$ cat config.mk
export PLATFORM = sky130hd
export DESIGN_NAME = pdc_unit
export DESIGN_NICKNAME = d
export VERILOG_FILES = /design/src/rtl/pdc_pkg.sv /design/src/rtl/pdc_mask_reg.sv /design/src/rtl/pdc_switch.sv /design/src/rtl/pdc_idle.sv /design/src/rtl/pdc_unit.sv
export SDC_FILE = /design/constraint.sdc
export NUM_CORES = 1
export LEC_CHECK = 0
export BUFFER_PORTS_ARGS = -buffer_cell sky130_fd_sc_hd__buf_2
export CORE_ASPECT_RATIO = 0.5
export CORE_MARGIN = 1
export CORE_UTILIZATION = 41
export DETAILED_ROUTE_END_ITERATION = 12
export GPL_ROUTABILITY_DRIVEN = 1
export GPL_TIMING_DRIVEN = 0
export SLEW_MARGIN = 25
export SYNTH_ARGS = -nofsm -noshare
export SYNTH_HDL_FRONTEND = slang
export SYNTH_HIERARCHICAL = 1
export SYNTH_SLANG_ARGS = --single-unit
$ cat constraint.sdc
create_clock -name clk_i -period 4.4 [get_ports clk_i]
set_input_delay 0.88 -clock clk_i [delete_from_list [all_inputs] [get_ports clk_i]]
set_output_delay 0.88 -clock clk_i [all_outputs]
set_load 0.03 [all_outputs]
$ cat src/rtl/pdc_pkg.sv
package pdc_pkg;
  localparam int unsigned ADR_PWR   = 'h00;
  localparam int unsigned ADR_PSTAT = 'h04;
  localparam int unsigned ADR_IREQ  = 'h08;
  localparam int unsigned ADR_IACK  = 'h0C;
  localparam int unsigned ADR_ISTAT = 'h10;
  localparam int unsigned ADR_DCNT  = 'h20;
  localparam int unsigned ADR_UCNT  = 'h24;  // must stay ADR_DCNT + 4
  localparam int unsigned ACK_LAT   = 4;
  localparam int unsigned IDLE_LAT  = 2;
endpackage

$ cat src/rtl/pdc_mask_reg.sv
module pdc_mask_reg #(
  parameter int unsigned W = 16
) (
  input  logic         clk_i,
  input  logic         rst_ni,
  input  logic         we_i,
  input  logic [31:0]  wdata_i,
  output logic [W-1:0] q_o
);
  logic [W-1:0] q_q;

  for (genvar n = 0; n < W; n++) begin : g_bit
    always_ff @(posedge clk_i or negedge rst_ni) begin
      if (!rst_ni)                      q_q[n] <= 1'b0;
      else if (we_i && wdata_i[n + 16]) q_q[n] <= wdata_i[n];
    end
  end

  assign q_o = q_q;

  assert_masked_update_R1: assert property (@(posedge clk_i) disable iff (!rst_ni)
    we_i |=> q_o == (($past(q_o) & ~$past(wdata_i[16 +: W])) |
                     ($past(wdata_i[W-1:0]) & $past(wdata_i[16 +: W]))));
  assert_hold_unwritten_R8: assert property (@(posedge clk_i) disable iff (!rst_ni)
    !we_i |=> $stable(q_o));
endmodule

$ cat src/rtl/pdc_switch.sv
module pdc_switch #(
  parameter int unsigned CW = 16
) (
  input  logic          clk_i,
  input  logic          rst_ni,
  input  logic          off_req_i,
  input  logic [CW-1:0] dn_cnt_i,
  input  logic [CW-1:0] up_cnt_i,
  output logic          off_o
);
  logic          last_q;
  logic          off_q;
  logic [CW-1:0] cnt_q;
  logic          req_chg;

  assign req_chg = off_req_i != last_q;

  always_ff @(posedge clk_i or negedge rst_ni) begin
    if (!rst_ni) begin
      last_q <= 1'b0;
      off_q  <= 1'b0;
      cnt_q  <= '0;
    end else if (req_chg) begin
      // retarget: reload the count toward the new target
      last_q <= off_req_i;
      cnt_q  <= off_req_i ? dn_cnt_i : up_cnt_i;
    end else if (off_q != last_q) begin
      if (cnt_q == '0) off_q <= last_q;
      else             cnt_q <= cnt_q - CW'(1);
    end
  end

  assign off_o = off_q;

  assert_flip_toward_req_R4: assert property (@(posedge clk_i) disable iff (!rst_ni)
    !$stable(off_o) |-> off_o == $past(off_req_i));
  assert_no_flip_on_retarget_R5: assert property (@(posedge clk_i) disable iff (!rst_ni)
    req_chg |=> $stable(off_o));
endmodule

$ cat src/rtl/pdc_idle.sv
module pdc_idle
  import pdc_pkg::*;
(
  input  logic clk_i,
  input  logic rst_ni,
  input  logic req_i,
  output logic ack_o,
  output logic idle_o
);
  localparam int unsigned DL = ACK_LAT + IDLE_LAT;
  logic [DL-1:0] sh_q;

  always_ff @(posedge clk_i or negedge rst_ni) begin
    if (!rst_ni) sh_q <= '0;
    else         sh_q <= {sh_q[DL-2:0], req_i};
  end

  assign ack_o  = sh_q[ACK_LAT-1];
  assign idle_o = sh_q[DL-1];

  // literal depths match the fixed ACK_LAT=4 and IDLE_LAT=2
  assert_ack_delay_R6: assert property (@(posedge clk_i) disable iff (!rst_ni)
    ack_o == $past(req_i, 4));
  assert_idle_delay_R6: assert property (@(posedge clk_i) disable iff (!rst_ni)
    idle_o == $past(ack_o, 2));
endmodule

$ cat src/rtl/pdc_unit.sv
module pdc_unit
  import pdc_pkg::*;
#(
  parameter int unsigned NUM_DOM = 16,
  parameter int unsigned CNT_W   = 16,
  parameter int unsigned CNT_RST = 24,
  parameter int unsigned ADDR_W  = 8
) (
  input  logic               clk_i,
  input  logic               rst_ni,
  input  logic               wr_en_i,
  input  logic [ADDR_W-1:0]  addr_i,
  input  logic [31:0]        wdata_i,
  output logic [31:0]        rdata_o,
  output logic [NUM_DOM-1:0] pwr_off_o,
  output logic [NUM_DOM-1:0] idle_ack_o,
  output logic [NUM_DOM-1:0] idle_stat_o
);
  localparam logic [ADDR_W-1:0] A_PWR   = ADDR_W'(ADR_PWR);
  localparam logic [ADDR_W-1:0] A_PSTAT = ADDR_W'(ADR_PSTAT);
  localparam logic [ADDR_W-1:0] A_IREQ  = ADDR_W'(ADR_IREQ);
  localparam logic [ADDR_W-1:0] A_IACK  = ADDR_W'(ADR_IACK);
  localparam logic [ADDR_W-1:0] A_ISTAT = ADDR_W'(ADR_ISTAT);
  localparam logic [ADDR_W-1:0] A_DCNT  = ADDR_W'(ADR_DCNT);
  localparam logic [ADDR_W-1:0] A_UCNT  = ADDR_W'(ADR_UCNT);
  localparam logic [CNT_W-1:0]  CNT_INIT = CNT_W'(CNT_RST);

  initial begin
    if (NUM_DOM < 1 || NUM_DOM > 16) $error("NUM_DOM must be 1..16");
    if (CNT_W < 5 || CNT_W > 32) $error("CNT_W must be 5..32");
  end

  logic [NUM_DOM-1:0] pwr_ctrl, ireq_ctrl;
  logic [CNT_W-1:0]   dn_cnt_q, up_cnt_q;

  pdc_mask_reg #(.W(NUM_DOM)) u_pwr_reg (
    .clk_i, .rst_ni,
    .we_i   (wr_en_i && addr_i == A_PWR),
    .wdata_i,
    .q_o    (pwr_ctrl)
  );

  pdc_mask_reg #(.W(NUM_DOM)) u_ireq_reg (
    .clk_i, .rst_ni,
    .we_i   (wr_en_i && addr_i == A_IREQ),
    .wdata_i,
    .q_o    (ireq_ctrl)
  );

  always_ff @(posedge clk_i or negedge rst_ni) begin
    if (!rst_ni) begin
      dn_cnt_q <= CNT_INIT;
      up_cnt_q <= CNT_INIT;
    end else if (wr_en_i) begin
      if (addr_i == A_DCNT) dn_cnt_q <= wdata_i[CNT_W-1:0];
      if (addr_i == A_UCNT) up_cnt_q <= wdata_i[CNT_W-1:0];
    end
  end

  for (genvar d = 0; d < NUM_DOM; d++) begin : g_dom
    pdc_switch #(.CW(CNT_W)) u_sw (
      .clk_i, .rst_ni,
      .off_req_i (pwr_ctrl[d]),
      .dn_cnt_i  (dn_cnt_q),
      .up_cnt_i  (up_cnt_q),
      .off_o     (pwr_off_o[d])
    );
    pdc_idle u_idle (
      .clk_i, .rst_ni,
      .req_i  (ireq_ctrl[d]),
      .ack_o  (idle_ack_o[d]),
      .idle_o (idle_stat_o[d])
    );
  end

  always_comb begin
    unique case (addr_i)
      A_PWR:   rdata_o = 32'(pwr_ctrl);
      A_PSTAT: rdata_o = 32'(pwr_off_o);
      A_IREQ:  rdata_o = 32'(ireq_ctrl);
      A_IACK:  rdata_o = 32'(idle_ack_o);
      A_ISTAT: rdata_o = 32'(idle_stat_o);
      A_DCNT:  rdata_o = 32'(dn_cnt_q);
      A_UCNT:  rdata_o = 32'(up_cnt_q);
      default: rdata_o = '0;
    endcase
  end

  assert_ctrl_upper_zero_R2: assert property (@(posedge clk_i) disable iff (!rst_ni)
    (addr_i == A_PWR || addr_i == A_IREQ) |-> rdata_o[31:16] == 16'h0);
  assert_cnt_hold_R8: assert property (@(posedge clk_i) disable iff (!rst_ni)
    !(wr_en_i && (addr_i == A_DCNT || addr_i == A_UCNT)) |=>
      $stable(dn_cnt_q) && $stable(up_cnt_q));
endmodule

==> results.tsv, run 1 <==
metric	value	unit
status	completed	
antenna_found_initial	4	
p_clk_share	24.8	%
p_switching	7.47	mW
fin_util	47.5	%
p_leak	13.0	nW
clockBufferDepth	3	
cp.arrival	3.13	ns
cts_setup_buffers	0	
worstSetupPathType	in -> out	
synth_ff_type	dfrtp_1	
cts-hold-fix-buffers	0	
setup_viol	0	
seqPwrFrac	35.0	%
antenna_left	0	
clk_pin_slew	0.06	ns
ys_seq_area_share	40.2	%
rows	67	
relSlewSlack	31.4	%
via_count	26200	
critPathRequiredTime	3.52	ns
yosysWarningCount	6	
fin_ws	0.392	ns
p_sw_share	41.0	%
async_flop_share	100	%
drive_above_1_share	17.4	%
dpl.hpwl	61800	um
place.gp.congestion	0.907	
fin_tns_setup	0	ns
grt_pass1_vias	25100	
powerDensity	572	nW/um^2
dr.pass1.iters	6	
cap_violations	0	
met2WireLength	43000	um
grtUsageTotal	27.4	%
io_buffers	104	
tightest_slew	1.03	ns
rsz0062_at_grt	no	
power	18.2	mW
wl_met3	8040	um
cts-root-buf	clkbuf_16	
core	67100	sq um
dieArea	69200	sq um
overflow	0	
finClkSkew	0.0253	ns
routedWlPerCell	23.2	um
combPwrFrac	40.2	%
crit_fanout	10	
met1_length	41300	um
synth_edf_count	0	
yosysTopAreaCell	dfrtp_1	
die_y	187	um
die_x	371	um
synth-seq-cells	448	
worstHoldPathType	in -> async	
wl	96300	um
yosysTopAreaCellShare	39.8	%
ys_top_cells_by_area	dfrtp_1 (40%), a21oi_1 (4.3%), mux2_2 (3.9%)	
insertion_delay	0.59	ns
drc	0	
clock_sinks	448	
htreeDepth	2	
fmax	250	MHz
netlist_instances	3042	
final_nets	3283	
initial_core_util	41.6	%
ioPinCount	123	
worst_setup_path_end_kind	output port	
area_growth	14.1	%
syn_area	27900	sq um
fin_crit	4.01	ns
drt-initial-drc-count	2364	
synth_cell_types	60	
cts.repair.resized	0	
grt_pass1_wl	149000	um
syn_avg_cell_area	9.18	sq um
intPower	10.8	mW
finalCritPeriodShare	91.1	%
drt-vias-per-instance	6.30	
top_layer	met4	
irDropWorstVdd	0.295	mV
place_worst_setup_slack	0.349	ns
cts_tree	done	
cts_buffers	46	
hold_violations	0	
critPathLaunchType	input pin	
finalMaxSlewViolations	0	
holdWs	0.300	ns
grt_max_degree	88	
[power by group through the flow]
stage | Clock [mW] | Combinational (mW) | Sequential, mW
after floorplan | 0 | 5.70 | 5.96
after global placement | 0 | 6.98 | 6.37
after detailed placement | 0 | 7.18 | 6.37
after CTS | 4.61 | 7.23 | 6.32
after global routing | 4.79 | 8.19 | 6.53
final | 4.53 | 7.34 | 6.38
[final timing paths]
| path | start | end | slack (ns) | cells after the start |
|---|---|---|---|---|
| min in group clk_i | g_dom[4].u_idle/sh_q[2] | g_dom[4].u_idle/sh_q[3] | 0.34 | 0 |
| min | rst_ni | g_dom[4].u_sw/off_o | 0.30 | 1 |
| max in group asynchronous | rst_ni | g_dom[9].u_sw/cnt_q[9] | 2.54 | 4 |
| min reg2reg | g_dom[4].u_idle/sh_q[2] | g_dom[4].u_idle/sh_q[3] | 0.34 | 0 |
| max reg2reg | g_dom[6].u_sw/cnt_q[0] | g_dom[6].u_sw/cnt_q[10] | 1.74 | 8 |
| max | addr_i[5] | rdata_o[8] | 0.39 | 6 |
[flip-flops by register name, summed over array words and instances (netlist names)]
register,flops
dn_cnt_q,16
g_dom.u_idle/sh_q,96
g_dom.u_sw/cnt_q,256
g_dom.u_sw/last_q,16
g_dom.u_sw/off_o,16
u_ireq_reg/q_o,16
u_pwr_reg/q_o,16
up_cnt_q,16
[cells in the mapped netlist, drive strengths merged, types with 34 or more instances]
cell type and n:
o21ai 224, nand2 160, a31oi 80, buf 63, nor2 225, inv 113
a221oi 64, mux2i 49, nor4 81, a22oi 142, clkbuf 166, dfrtp 444
a31o 80, a21oi 256, mux2 126, nor2b 50, or3 34, nand3 49
nor3 113, or4 66
[through the flow]
step | instances | area (sq um)
after floorplan | 3057 | 28000
after global placement | 4058 | 29600
after detailed placement | 4073 | 30100
after CTS | 4159 | 31800
after global routing | 4160 | 31900
final | 4160 | 31900
[worst max-delay path, cell delays in order]
cell	delay (ns)
buf_2	0.11
or3_1	0.42
nor4b_2	0.66
clkbuf_1	0.65
a21o_1	0.22
buf_2	0.19
[routing by layer]
layer,vias up,track usage (%)
met3,236,4.60
met4,0,10.8
met2,1155,42.8
met1,12900,37.9
met5,-,0
li1,11900,-
[cells in the final DEF (no fill, tap or decap), types with 17 or more instances in the layout]
master       n
dfrtp_1    416
a21oi_1    240
nor2_1     225
o21ai_0    208
clkbuf_1   172
nand2_1    160
a22oi_1    142
buf_2      123
inv_1      113
nor3_1     113
mux2_2      96
a31oi_1     80
nor4_1      64
a221oi_1    64
or4_1       50
nor2b_1     50
mux2i_1     49
clkbuf_16   49
nand3_1     48
a31o_1      48
or3_1       33
xnor2_1     32
or2_2       32
a31o_2      32
xor2_1      32
a211oi_1    32
o311ai_0    32
a22o_1      32
a2bb2oi_1   32
mux2_4      30
dfrtp_2     28
buf_1       19
nor4b_2     17
[area by class of cell]
type | count | area [sq um]
clock buffers | 57 | 1280
inverters | 113 | 424
diodes | 1 | 2.50
repair buffers | 119 | 913
multi-input cells | 2267 | 15400
well taps | 897 | 1120
plain buffers | 229 | 1000
fillers | 6273 | 35300
flip-flops and latches | 448 | 11300
clock inverters | 29 | 442
[cell families after synthesis]
family / count (synthesis) / synth area share [%]
multiplexers: 176 / 7.32
adder cells (fa/ha/maj): 16 / 0.717
other: 1 / 0.0134
AND/OR/NAND/NOR: 878 / 17.1
AO/OA/AOI/OAI: 1117 / 27.6
flip-flops: 448 / 40.2
XOR/XNOR: 64 / 2.01
buffers and inverters: 342 / 5.12
No activity file was read; power rests on OpenSTA's default activity.
==> run 2, diff against run 1 <==
--- a/config.mk
+++ b/config.mk
@@ -12,5 +12,4 @@
 export DETAILED_ROUTE_END_ITERATION = 12
 export GPL_ROUTABILITY_DRIVEN = 1
-export GPL_TIMING_DRIVEN = 0
 export SLEW_MARGIN = 25
 export SYNTH_ARGS = -nofsm -noshare
==> constraint.sdc (replaced) <==
create_clock -name clk_i -period 4.4 [get_ports clk_i]
set_input_delay 0.88 -clock clk_i [delete_from_list [all_inputs] [get_ports clk_i]]
set_output_delay 0.88 -clock clk_i [all_outputs]
set_load 0.005 [all_outputs]
==> results.tsv, run 2 (synthesis results as in run 1) <==
metric	value	unit	change
area_growth	11.3	%	was 14.1%
ff2ff_setup_slack	1.57	ns	was 1.74 ns
status	completed		unchanged
relSlewSlack	38.3	%	was 31.4%
slowest_delay	0.83	ns	was 0.66 ns
cts_tree	done		unchanged
grt_max_degree	103		was 88
fillers	6266		was 6,273
fin_tns_setup	0	ns	unchanged
critPathRequiredTime	3.52	ns	about the same
drt-vias-per-instance	6.38		was 6.30
final_cell_mix	dfrtp_1 (442), a21oi_1 (240), nor2_1 (225), o21ai_0 (208), nand2_1 (160)		was dfrtp_1 (416), a21oi_1 (240), nor2_1 (225), o21ai_0 (208), clkbuf_1 (172)
final_common_cell	dfrtp_1		unchanged
dieArea	69200	sq um	unchanged
grtUsageTotal	26.7	%	was 27.4%
power	17.7	mW	was 18.2 mW
die_x	371	um	unchanged
initial_core_util	41.6	%	unchanged
antenna_found_initial	2		was 4
clk_pin_slew	0.06	ns	about the same
top_register	g_dom.u_sw/cnt_q		unchanged
crit_fanout	17		was 10
dpl.hpwl	57600	um	was 61,800 um
dr.pass1.iters	6		unchanged
cp.arrival	2.87	ns	was 3.13 ns
grt_pass1_wl	145000	um	was 149,000 um
r2r_start	g_dom[4].u_sw/last_q		was g_dom[6].u_sw/cnt_q[0]
worst_setup_path_end_kind	output port		unchanged
fmax	267	MHz	was 250 MHz
finalCritPeriodShare	85.1	%	was 91.1%
largest_reg_flops	256		unchanged
grt_pass1_vias	24200		was 25.1k
worstHoldPathType	in -> async		unchanged
cp_top_family	simple AND/OR/NAND/NOR gates		unchanged
rows	67		unchanged
reg_top3	g_dom.u_sw/cnt_q: 256 flops, g_dom.u_idle/sh_q: 96 flops		unchanged
drive_above_1_share	18.2	%	was 17.4%
place.gp.congestion	0.905		was 0.907
drc	0		unchanged
finClkSkew	0.0274	ns	was 0.0253 ns
clockBufferDepth	3		unchanged
postPlaceCellArea	29500	sq um	was 30,100 sq um
cts.repair.resized	0		unchanged
die_y	187	um	unchanged
drt-initial-drc-count	2404		was 2,364
cts_setup_buffers	0		unchanged
io_buffers	106		was 104
fin_util	46.3	%	was 47.5%
rsz0062_at_grt	no		unchanged
holdWs	0.342	ns	was 0.300 ns
finalMaxSlewViolations	0		unchanged
final_area	31100	sq um	was 31,900 sq um
rr_worst_depth	4		was 8
wl	93200	um	was 96,300 um
setup_viol	0		unchanged
insertion_delay	0.61	ns	was 0.59 ns
antenna_left	0		unchanged
startpoint	addr_i[7]		was addr_i[5]
cts-root-buf	clkbuf_16		unchanged
critPathLaunchType	input pin		unchanged
powerDensity	570	nW/um^2	was 572 nW/um^2
cap_violations	0		unchanged
cpMaxStageDelayCell	or4_1		was nor4b_2
cp_common_cell	buf_2		unchanged
path_cells	buf_2 > or3_1 > or4_1 > nor3_1 > a221o_1 > buf_2		was buf_2 > or3_1 > nor4b_2 > clkbuf_1 > a21o_1 > buf_2
fin_crit	3.75	ns	was 4.01 ns
ioPinCount	123		unchanged
p_leak	13.0	nW	about the same
n_antenna_cell	0		was 1
cts-hold-fix-buffers	0		unchanged
hold_violations	0		unchanged
routedWlPerCell	23.2	um	about the same
final_nets	3140		was 3,283
overflow	0		unchanged
worstSetupPathType	in -> out		unchanged
clock_sinks	448		unchanged
cts_buffers	46		unchanged
irDropWorstVdd	0.267	mV	was 0.295 mV
core	67100	sq um	unchanged
htreeDepth	2		unchanged
rr_endpoint	g_dom[4].u_sw/cnt_q[2]		was g_dom[6].u_sw/cnt_q[10]
cp_num_buf_inv	2		was 3
tightest_slew	0.926	ns	was 1.03 ns
via_count	25600		was 26.2k
run 2: cell count changes in the layout (fill, tap and decap cells not counted), sizes merged:
cell,change
clkbuf,-162
buf,+23
clkinvlp,+2
clkinv,-3
diode,-1
bufinv,-4
run 2: worst reg2reg max path, stage by stage, from the launching register on:
cell and delay, ns:
dfrtp_1 0.72, nor2b_1 0.73, nor2_1 0.33, o21ai_1 0.52
mux2_2 0.41
run 2: routing by layer:
metal  vias up  share of wire [%]  global-route usage [%]
met5         -                  0                       0
met4         0                3.8                    10.4
met3       197                7.6                    4.27
met2      1009                 45                    41.1
met1     12700                 44                    37.6
li1      11700                  -                       -
run 2: final cells by class:
type / count / area, sq um / area share (%)
inverter: 113 / 424 / 1.36
tap: 897 / 1120 / 3.61
sequential: 448 / 11200 / 36.1
multi-input combinational: 2267 / 15400 / 49.4
clock inverter: 24 / 314 / 1.01
timing repair buffer: 205 / 1330 / 4.29
clock buffer: 61 / 1310 / 4.21
run 2: how the worst max path moves through the flow:
stage	slack [ns]	to	depth (start not counted)
after floorplan	1.22	rdata_o[4]	7
after global placement	0.66	rdata_o[13]	6
after detailed placement	0.65	rdata_o[14]	6
after CTS	0.65	rdata_o[13]	6
after global routing	0.59	rdata_o[14]	6
final	0.65	rdata_o[14]	6
run 2: metrics by stage:
step | std cells | worst slack, ns
detailed placement | 3930 | 0.655
global route | 4015 | 0.591
CTS | 4015 | 0.649
finish | 4015 | 0.654
floorplan | 3057 | 1.22
global placement | 3930 | 0.662
run 2: power by group:
part           leakage (nW)  total, mW  internal (mW)  switching, mW
logic                  6.15       7.21           2.88           4.34
clock network         0.787       4.28           2.51           1.77
registers              6.04       6.21           5.06           1.15
